File: src/rtl/rms_pkg.sv
package rms_pkg;

    typedef enum logic [2:0] {
        MODE_HOLD,
        MODE_LOAD,
        MODE_ROT,
        MODE_ROT_WR,
        MODE_PUT
    } mode_e;

    function automatic mode_e pick_mode(input logic ld, input logic adv, input logic wr);
        if (ld)
            return MODE_LOAD;
        else if (adv)
            return wr ? MODE_ROT_WR : MODE_ROT;
        else if (wr)
            return MODE_PUT;
        return MODE_HOLD;
    endfunction

endpackage

File: src/rtl/rms_mode_dec.sv
module rms_mode_dec
    import rms_pkg::*;
(
    input  logic  load_en,
    input  logic  adv_en,
    input  logic  wr_en,
    output mode_e mode
);

    always_comb begin
        mode = pick_mode(load_en, adv_en, wr_en);
    end

endmodule

File: src/rtl/rms_lane.sv
module rms_lane
    import rms_pkg::*;
#(
    parameter int DEPTH = 9,
    parameter int WIDTH = 2
) (
    input  logic                   clk,
    input  logic                   rst,
    input  mode_e                  mode,
    input  logic [DEPTH*WIDTH-1:0] load_vec,
    input  logic [WIDTH-1:0]       wr_val,
    output logic [WIDTH-1:0]       head
);

    localparam int BITS = DEPTH * WIDTH;

    logic [WIDTH-1:0] ent [DEPTH];
    logic [BITS-1:0]  flat;

    for (genvar j = 0; j < DEPTH; j++) begin : g_flat
        assign flat[j*WIDTH +: WIDTH] = ent[j];
    end

    assign head = ent[0];

    always_ff @(posedge clk) begin
        if (rst) begin
            for (int j = 0; j < DEPTH; j++) ent[j] <= '0;
        end else begin
            case (mode)
                MODE_LOAD: begin
                    for (int j = 0; j < DEPTH; j++) ent[j] <= load_vec[j*WIDTH +: WIDTH];
                end
                MODE_ROT, MODE_ROT_WR: begin
                    for (int j = 0; j < DEPTH - 1; j++) ent[j] <= ent[j+1];
                    ent[DEPTH-1] <= (mode == MODE_ROT_WR) ? wr_val : ent[0];
                end
                MODE_PUT: ent[0] <= wr_val;
                default: ;
            endcase
        end
    end

    assert_reset_clear_R1: assert property (@(posedge clk) disable iff (rst)
        $fell(rst) |-> flat == '0);

    assert_load_fill_R3: assert property (@(posedge clk) disable iff (rst)
        mode == MODE_LOAD |=> flat == $past(load_vec));

    assert_put_head_R7: assert property (@(posedge clk) disable iff (rst)
        mode == MODE_PUT |=> head == $past(wr_val));

    assert_rot_tail_R6: assert property (@(posedge clk) disable iff (rst)
        mode == MODE_ROT_WR |=> flat[BITS-1 -: WIDTH] == $past(wr_val));

    assert_idle_hold_R8: assert property (@(posedge clk) disable iff (rst)
        mode == MODE_HOLD |=> $stable(flat));

    if (DEPTH > 1) begin : g_rot_chk
        assert_rot_step_R5: assert property (@(posedge clk) disable iff (rst)
            mode == MODE_ROT |=> flat == {$past(flat[WIDTH-1:0]), $past(flat[BITS-1:WIDTH])});
    end else begin : g_rot_one
        assert_rot_step_R5: assert property (@(posedge clk) disable iff (rst)
            mode == MODE_ROT |=> $stable(flat));
    end

endmodule

File: src/rtl/rot_msg_store.sv
module rot_msg_store
    import rms_pkg::*;
#(
    parameter int LANES = 57,
    parameter int DEPTH = 9,
    parameter int WIDTH = 2
) (
    input  logic                         clk,
    input  logic                         rst,
    input  logic                         load_en,
    input  logic [LANES*DEPTH*WIDTH-1:0] load_data,
    input  logic                         adv_en,
    input  logic                         wr_en,
    input  logic [LANES*WIDTH-1:0]       wr_data,
    output logic [LANES*WIDTH-1:0]       rd_data
);

    localparam int LANE_BITS = DEPTH * WIDTH;

    mode_e mode;

    rms_mode_dec u_dec (
        .load_en (load_en),
        .adv_en  (adv_en),
        .wr_en   (wr_en),
        .mode    (mode)
    );

    for (genvar i = 0; i < LANES; i++) begin : g_lane
        rms_lane #(
            .DEPTH (DEPTH),
            .WIDTH (WIDTH)
        ) u_lane (
            .clk      (clk),
            .rst      (rst),
            .mode     (mode),
            .load_vec (load_data[i*LANE_BITS +: LANE_BITS]),
            .wr_val   (wr_data[i*WIDTH +: WIDTH]),
            .head     (rd_data[i*WIDTH +: WIDTH])
        );
    end

    assert_load_wins_R4: assert property (@(posedge clk) disable iff (rst)
        load_en |=> rd_data[WIDTH-1:0] == $past(load_data[WIDTH-1:0]));

endmodule

File: config.mk
export PLATFORM = sky130hd
export DESIGN_NAME = rot_msg_store
export DESIGN_NICKNAME = d
export VERILOG_FILES = /design/src/rtl/rms_pkg.sv /design/src/rtl/rms_mode_dec.sv /design/src/rtl/rms_lane.sv /design/src/rtl/rot_msg_store.sv
export SDC_FILE = /design/constraint.sdc
export NUM_CORES = 1
export LEC_CHECK = 0
export BUFFER_PORTS_ARGS = -buffer_cell sky130_fd_sc_hd__buf_2
export CORE_AREA = 2 2 486 488
export DETAILED_ROUTE_END_ITERATION = 8
export DIE_AREA = 0 0 488 490
export PLACE_DENSITY = 0.37
export SLEW_MARGIN = 20
export SYNTH_ARGS = -nofsm -noshare
export SYNTH_HDL_FRONTEND = slang
export SYNTH_HIERARCHICAL = 1
export SYNTH_SLANG_ARGS = --single-unit
File: constraint.sdc
create_clock -name clk -period 22.9 [get_ports clk]
set_clock_uncertainty 0.15 [all_clocks]
set_input_delay 4.58 -clock clk [delete_from_list [all_inputs] [get_ports clk]]
set_output_delay 4.58 -clock clk [all_outputs]
set_load 0.05 [all_outputs]
==> results of run 1 <==
==> synthesized netlist by cell type <==
cell,number
buf_6,114
a21o_1,1
nor2_1,171
nand2b_1,57
or4b_1,57
a22o_2,342
edfxtp_1,1026
nor3b_2,58
a22oi_1,114
a22o_1,570
mux2_2,114
nor2b_1,1
o21bai_1,57
a21oi_1,114
nor4b_4,57
==> final cells by class <==
class / count / share of cell area
clock inverters: 78 / 0.01345
repair buffers: 1348 / 0.1140
well taps: 3150 / 0.06379
flip-flops and latches: 1026 / 0.4987
multi-input cells: 1713 / 0.2512
clock buffers: 167 / 0.05628
diodes: 65 / 0.002633
==> power by group through the flow <==
| stage | sequential, mW | clock, mW | combinational (mW) |
|---|---|---|---|
| floorplan | 2.44 | 0 | 0.298 |
| global placement | 2.39 | 0 | 0.594 |
| detailed placement | 2.39 | 0 | 0.602 |
| CTS | 2.36 | 2.19 | 0.604 |
| global route | 2.37 | 2.25 | 0.641 |
| finish | 2.35 | 2.11 | 0.596 |
==> per-stage QoR <==
| stage | setup WS (ps) | hold WS [ps] |
|---|---|---|
| floorplan | 2144 | 361.9 |
| global placement | 13340 | 364.9 |
| detailed placement | 13130 | 368.0 |
| CTS | 14050 | 366.8 |
| global route | 14160 | 386.9 |
| finish | 14370 | 357.4 |
==> metal layers <==
metal / share of wire / track usage / vias up
met3: 0.10 / 0.07603 / 561
met4: 0.025 / 0.04117 / 196
met2: 0.48 / 0.2686 / 1406
li1: - / - / 15159
met5: 0.0064 / 0 / -
met1: 0.39 / 0.1871 / 17087
==> cells in the final DEF (no fill, tap or decap), drive strengths merged <==
cell type,n
mux2,114
nor2,171
o21bai,57
clkinv,60
nor4b,57
bufinv,9
inv,6
nor2b,1
diode,65
clkbuf,167
a21o,1
clkinvlp,3
nor3b,58
nand2b,57
a22oi,114
or4b,57
edfxtp,1026
a21oi,114
buf,1348
a22o,912
==> worst max-delay path: stages <==
cell      delay (ps)
buf_2            130
nor3b_4          620
buf_4            730
buf_4            890
buf_4            900
o21bai_2         520
nand2b_1         320
==> final timing paths <==
| kind | startpoint | end | cells past startpoint |
|---|---|---|---|
| max | adv_en | g_lane[40].u_lane/ent[0][1] | 7 |
| max reg2reg | g_lane[26].u_lane/ent[0][0] | g_lane[26].u_lane/ent[8][0] | 2 |
| min reg2reg | g_lane[40].u_lane/ent[6][0] | g_lane[40].u_lane/ent[5][0] | 1 |
| min | g_lane[40].u_lane/ent[6][0] | g_lane[40].u_lane/ent[5][0] | 1 |
==> logic make-up (layout without fill, tap and decap cells) <==
kind of cell,after synthesis,count (layout)
flip-flops,1026,1026
other,0,65
buffers and inverters,114,1593
AO/OA/AOI/OAI,1198,1198
AND/OR/NAND/NOR,401,401
multiplexers,114,114
==> qor.yml, run 1 <==
floorplan:
  core-area_um2: 234100
  start_util: 0.2021
  die_w_um: 488
  die-area_um2: 239100
  pin_count: 1259
  die_h_um: 490
  rows: 178
sta:
  hold_viol: 0
  tns_ps: 0
  fmax_mhz: 117.2
  worst_slew_pin_slew_ps: 1131
  period_needed_ps: 8535
  rsz0062_at_grt: "false"
  slew_headroom: 0.2425
  setup_viol: 0
  drv_slew: 0
  min_period_over_period: 0.3727
clocking:
  cts_setup_buffers: 0
  cts_tree: "yes"
  root_buffer: "clkbuf_16"
  path_clk_slew_ps: 60
  cts_inserted_buffers: 134
  htreeDepth: 4
  cts-hold-fix-buffers: 0
  cts-resized-gates: 0
  cts.sinks: 1026
  clock_insertion_delay_worst_skew_ps: 790
  clk_path_buf_depth: 3
final_layout:
  area_growth_pct: 30.59
  fin_nets: 5368
  regMostFlops: "g_lane.u_lane/ent"
  top_regs: "g_lane.u_lane/ent: 1026 flops"
  final_cell_area_um2: 61780
  regArea_um2: 30810
  fillerInstances: 24312
  multi_input_area_um2: 15520
  drive_gt1_frac: 0.4889
  fin_cells: 7547
  largest_register_ffs: 1026
  fin_util: 0.2640
worst_setup_path:
  r2r_setup_slack_ps: 21370
  start_kind: "primary input"
  cp-end-kind: "flop"
  crit_fanout: 49
  path_class: "primary input to flop"
  arrival_ps: 8910
  required_ps: 23270
logic_synthesis:
  ys_types: 15
  seq_area_frac_synth: 0.6512
  synth_compound_area_frac: 0.2172
  yosys_register_bits: 1026
  synth_xor_area_frac: 0
  synth_top_cell_by_area: "edfxtp_1"
  synthSimpleGateAreaFrac: 0.07728
  synth_top_family_by_area: "compound AO/OA/AOI/OAI gates"
  avgSynthCellArea_um2: 16.58
  yosysWarnings: 6
  muxShareOfSynthArea: 0.02713
  syn_nets: 3998
  yosys.area_share.adder: 0
  synthTopCellsByArea: "edfxtp_1 (65%), a22o_1 (11%), a22o_2 (7.2%), nor4b_4 (2.9%), buf_6 (2.7%)"
  syn_area_um2: 47310
  synth_cells: 2853
  synth_top_cell_area_share: 0.6512
power:
  peakVddDrop_mv: 0.06728
  swShare: 0.2641
  internal-power_mw: 3.721
  p_leak_nw: 24.77
  p_comb_frac: 0.118
  total_power_mw: 5.056
  pwr-share-clk: 0.417
  cellPowerDensity_nw_per_um2: 81.84
  switching_power_mw: 1.336
  p_seq_frac: 0.465
run:
  cap_violations: 0
grt:
  grt_antenna_before_repair: 254
  first_global_vias: 34625
  grt_max_degree: 104
  grt_overflow: 0
  grtUsageTotal: 0.1621
  grt_pass1_wl_mm: 277.9
place:
  dp_cells: 7233
  place_area_um2: 57160
  portBuffers: 1258
  place.gp.congestion: 0.8335
  place_hpwl_mm: 151.3
min_path:
  hold_path_class: "flop to flop"
drt:
  drc: 0
  drt_iter0_drc: 2369
  detail_route.vias_per_cell: 4.559
  drt_wl_total_mm: 202.3
  detail_route.wl_per_cell_um: 26.81
  ant_nets: 0
  route.vias.total: 34409
  drt-pass1-iter-count: 7
run_status:
  outcome: "complete, no violations"
(Power assumes the default switching activity.)
==> run 2, diff against run 1 <==
Settings changed: ABC_AREA set to 1, PLACE_DENSITY 0.37 to 0.41.
Clock period 22.9 ns to 7.2 ns, I/O delays scaled along.
==> run 2 against run 1 <==
  * Design area increased by 7.8%
  * Synthesized cell count increased by 97%
  * Routed wire length increased by 10%
  * Sequential power increased to 3.2 times the previous value
  * Global-route usage increased by 1.6 points
  * Die area unchanged
  * Non-clock buffer count decreased by 54
  * Hold slack got worse by 5.8 ps
  * Register-to-register slack got worse by 15000 ps
==> qor.yml, run 2 <==
grt:
  grt_antenna_before_repair: 239
  grt_pass1_wl_mm: 315.3
  first_global_vias: 45704
  grt_max_degree: 154
  grtUsageTotal: 0.1784
  grt_overflow: 0
logic_synthesis:
  avgSynthCellArea_um2: 9.446
  ys_types: 16
  synth_ff_type: "edfxtp_1"
  synth_top_family_by_area: "simple AND/OR/NAND/NOR gates"
  synthTopCellsByArea: "edfxtp_1 (58%), nand2_1 (14%), nand4_1 (9.2%), nand3_1 (6.0%), nor2_1 (2.4%)"
  syn_nets: 6776
  yosysWarnings: 6
  yosysMostFrequentCell: "nand2_1"
  synthSimpleGateAreaFrac: 0.3526
  yosys.area_share.adder: 0
  synth_top_cell_area_share: 0.5793
  synth_top_cell_by_area: "edfxtp_1"
  syn_area_um2: 53190
  seq_area_frac_synth: 0.5793
  synth_cells: 5631
  muxShareOfSynthArea: 0
  netlist_top_cells_count: "nand2_1 (1940), edfxtp_1 (1026), nand4_1 (783)"
  synth_compound_area_frac: 0.008845
  synth_xor_area_frac: 0
  ys_async_sr_fraction: 0
  synth-edff-count: 1026
  yosys_register_bits: 1026
final_layout:
  fin_nets: 7905
  fin_util: 0.2845
  drive_gt1_frac: 0.2600
  fin_cells: 10113
  layout_common_cells: "nand2_1 (1919), buf_2 (1257), edfxtp_1 (1026), nand4_1 (783), nand3_1 (626)"
  top_regs: "g_lane.u_lane/ent: 1026 flops"
  final_cell_area_um2: 66590
  layout_commonest_cell: "nand2_1"
  regMostFlops: "g_lane.u_lane/ent"
  area_growth_pct: 25.20
  largest_register_ffs: 1026
  fillerInstances: 25034
place:
  portBuffers: 1258
  place.gp.congestion: 0.8811
  dp_cells: 9773
  dpl_worst_slack_ps: 2549
  place_hpwl_mm: 170.1
  place_area_um2: 62040
worst_setup_path:
  crit_family: "simple AND/OR/NAND/NOR gates"
  path_class: "primary input to flop"
  arrival_ps: 4130
  crit_fanout: 92
  r2r_setup_slack_ps: 5910
  start_kind: "primary input"
  crit_chain: "buf_2, nand2_1, nand2_8, buf_12, inv_2, nor3_4, inv_1, nand2_2"
  cp-end-kind: "flop"
  path_buf_inv: 4
  slowest_stage: "nor3_4"
  required_ps: 7500
  cp_slowest_stage_delay_ps: 560
floorplan:
  core-area_um2: 234100
  die_w_um: 488
  rows: 178
  start_util: 0.2272
  pin_count: 1259
  die-area_um2: 239100
  die_h_um: 490
sta:
  min_period_over_period: 0.5318
  period_needed_ps: 3829
  hold_slack_ps: 351.6
  worst_slew_pin_slew_ps: 841.7
  hold_viol: 0
  slew_headroom: 0.4373
  setup_viol: 0
  fmax_mhz: 261.2
  worst_slack_ps: 3371
  rsz0062_at_grt: "false"
  drv_slew: 0
drt:
  detail_route.vias_per_cell: 4.650
  drt_iter0_drc: 3153
  drc: 0
  ant_nets: 0
  drt-pass1-iter-count: 5
  route.vias.total: 47021
  drt_wl_total_mm: 222.9
  detail_route.wl_per_cell_um: 22.04
power:
  cellPowerDensity_nw_per_um2: 246.5
  peakVddDrop_mv: 0.1463
  p_leak_nw: 29.92
clocking:
  path_clk_slew_ps: 60
  cts-resized-gates: 0
  root_buffer: "clkbuf_16"
  htreeDepth: 4
  cts_tree: "yes"
  cts-hold-fix-buffers: 0
  cts_inserted_buffers: 135
  cts.sinks: 1026
  cts_setup_buffers: 0
  clk_path_buf_depth: 3
  clock_insertion_delay_worst_skew_ps: 810
min_path:
  hold_path_class: "flop to flop"
run:
  cap_violations: 0
run_status:
  outcome: "complete, no violations"
[run 2: cell count changes in the layout (fill, tap and decap cells not counted), sizes merged, moves of 58 or more]
cell	before	now
inv	6	299
mux2	114	0
nor3b	58	0
nand4	0	783
nor2	171	441
a22o	912	0
a22oi	114	0
nand2	0	2018
nand3	0	659
[run 2: cell type report]
type,instances,area [um2],area share
sequential,1026,30810,0.4627
multi-input combinational,4015,19470,0.2924
timing repair buffer,1294,6714,0.1008
tap,3150,3941,0.05919
clock buffer,161,3518,0.05284
inverter,288,1099,0.01650
clock inverter,81,790.8,0.01188
antenna,98,245.2,0.003683
[run 2: logic make-up after synthesis]
group | Yosys count
and+or+nand+nor | 3921
DFF | 1026
AOI/OAI and AO/OA | 94
buffers and inverters | 590
[run 2: report_power, final]
part / internal [mW] / leakage [nW] / switching (mW)
clock: 3.90 / 2.10 / 2.81
combinational: 0.595 / 16.5 / 1.57
sequential: 7.32 / 11.4 / 0.211
[run 2: metrics by stage]
| step | TNS (ps) | power, mW |
|---|---|---|
| after CTS | 0 | 16.69 |
| final | 0 | 16.41 |
| after detailed placement | 0 | 9.836 |
| after global placement | 0 | 9.812 |
| after global routing | 0 | 17.14 |
| after floorplan | -741080 | 8.967 |
[run 2: worst paths after layout]
path	startpoint	endpoint	cells past startpoint
max reg2reg	g_lane[30].u_lane/ent[0][0]	g_lane[30].u_lane/ent[8][0]	4
min	g_lane[7].u_lane/ent[4][0]	g_lane[7].u_lane/ent[3][0]	2
min reg2reg	g_lane[7].u_lane/ent[4][0]	g_lane[7].u_lane/ent[3][0]	2
max	adv_en	g_lane[33].u_lane/ent[6][0]	8
[run 2: per-layer routing]
metal  wire [um]  global-route usage  part of all wire
met1       88060              0.2097              0.40
met5        1069                   0            0.0048
met2      105700              0.2937              0.47
met3       19160             0.06267             0.086
met4        8867             0.07453             0.040
[run 2: worst reg2reg max path, cell delays in order (launching register included)]
cell and delay [ps]:
edfxtp_1 480, nor2_1 220, nor2_1 80, nand2_1 60, nand2_1 50
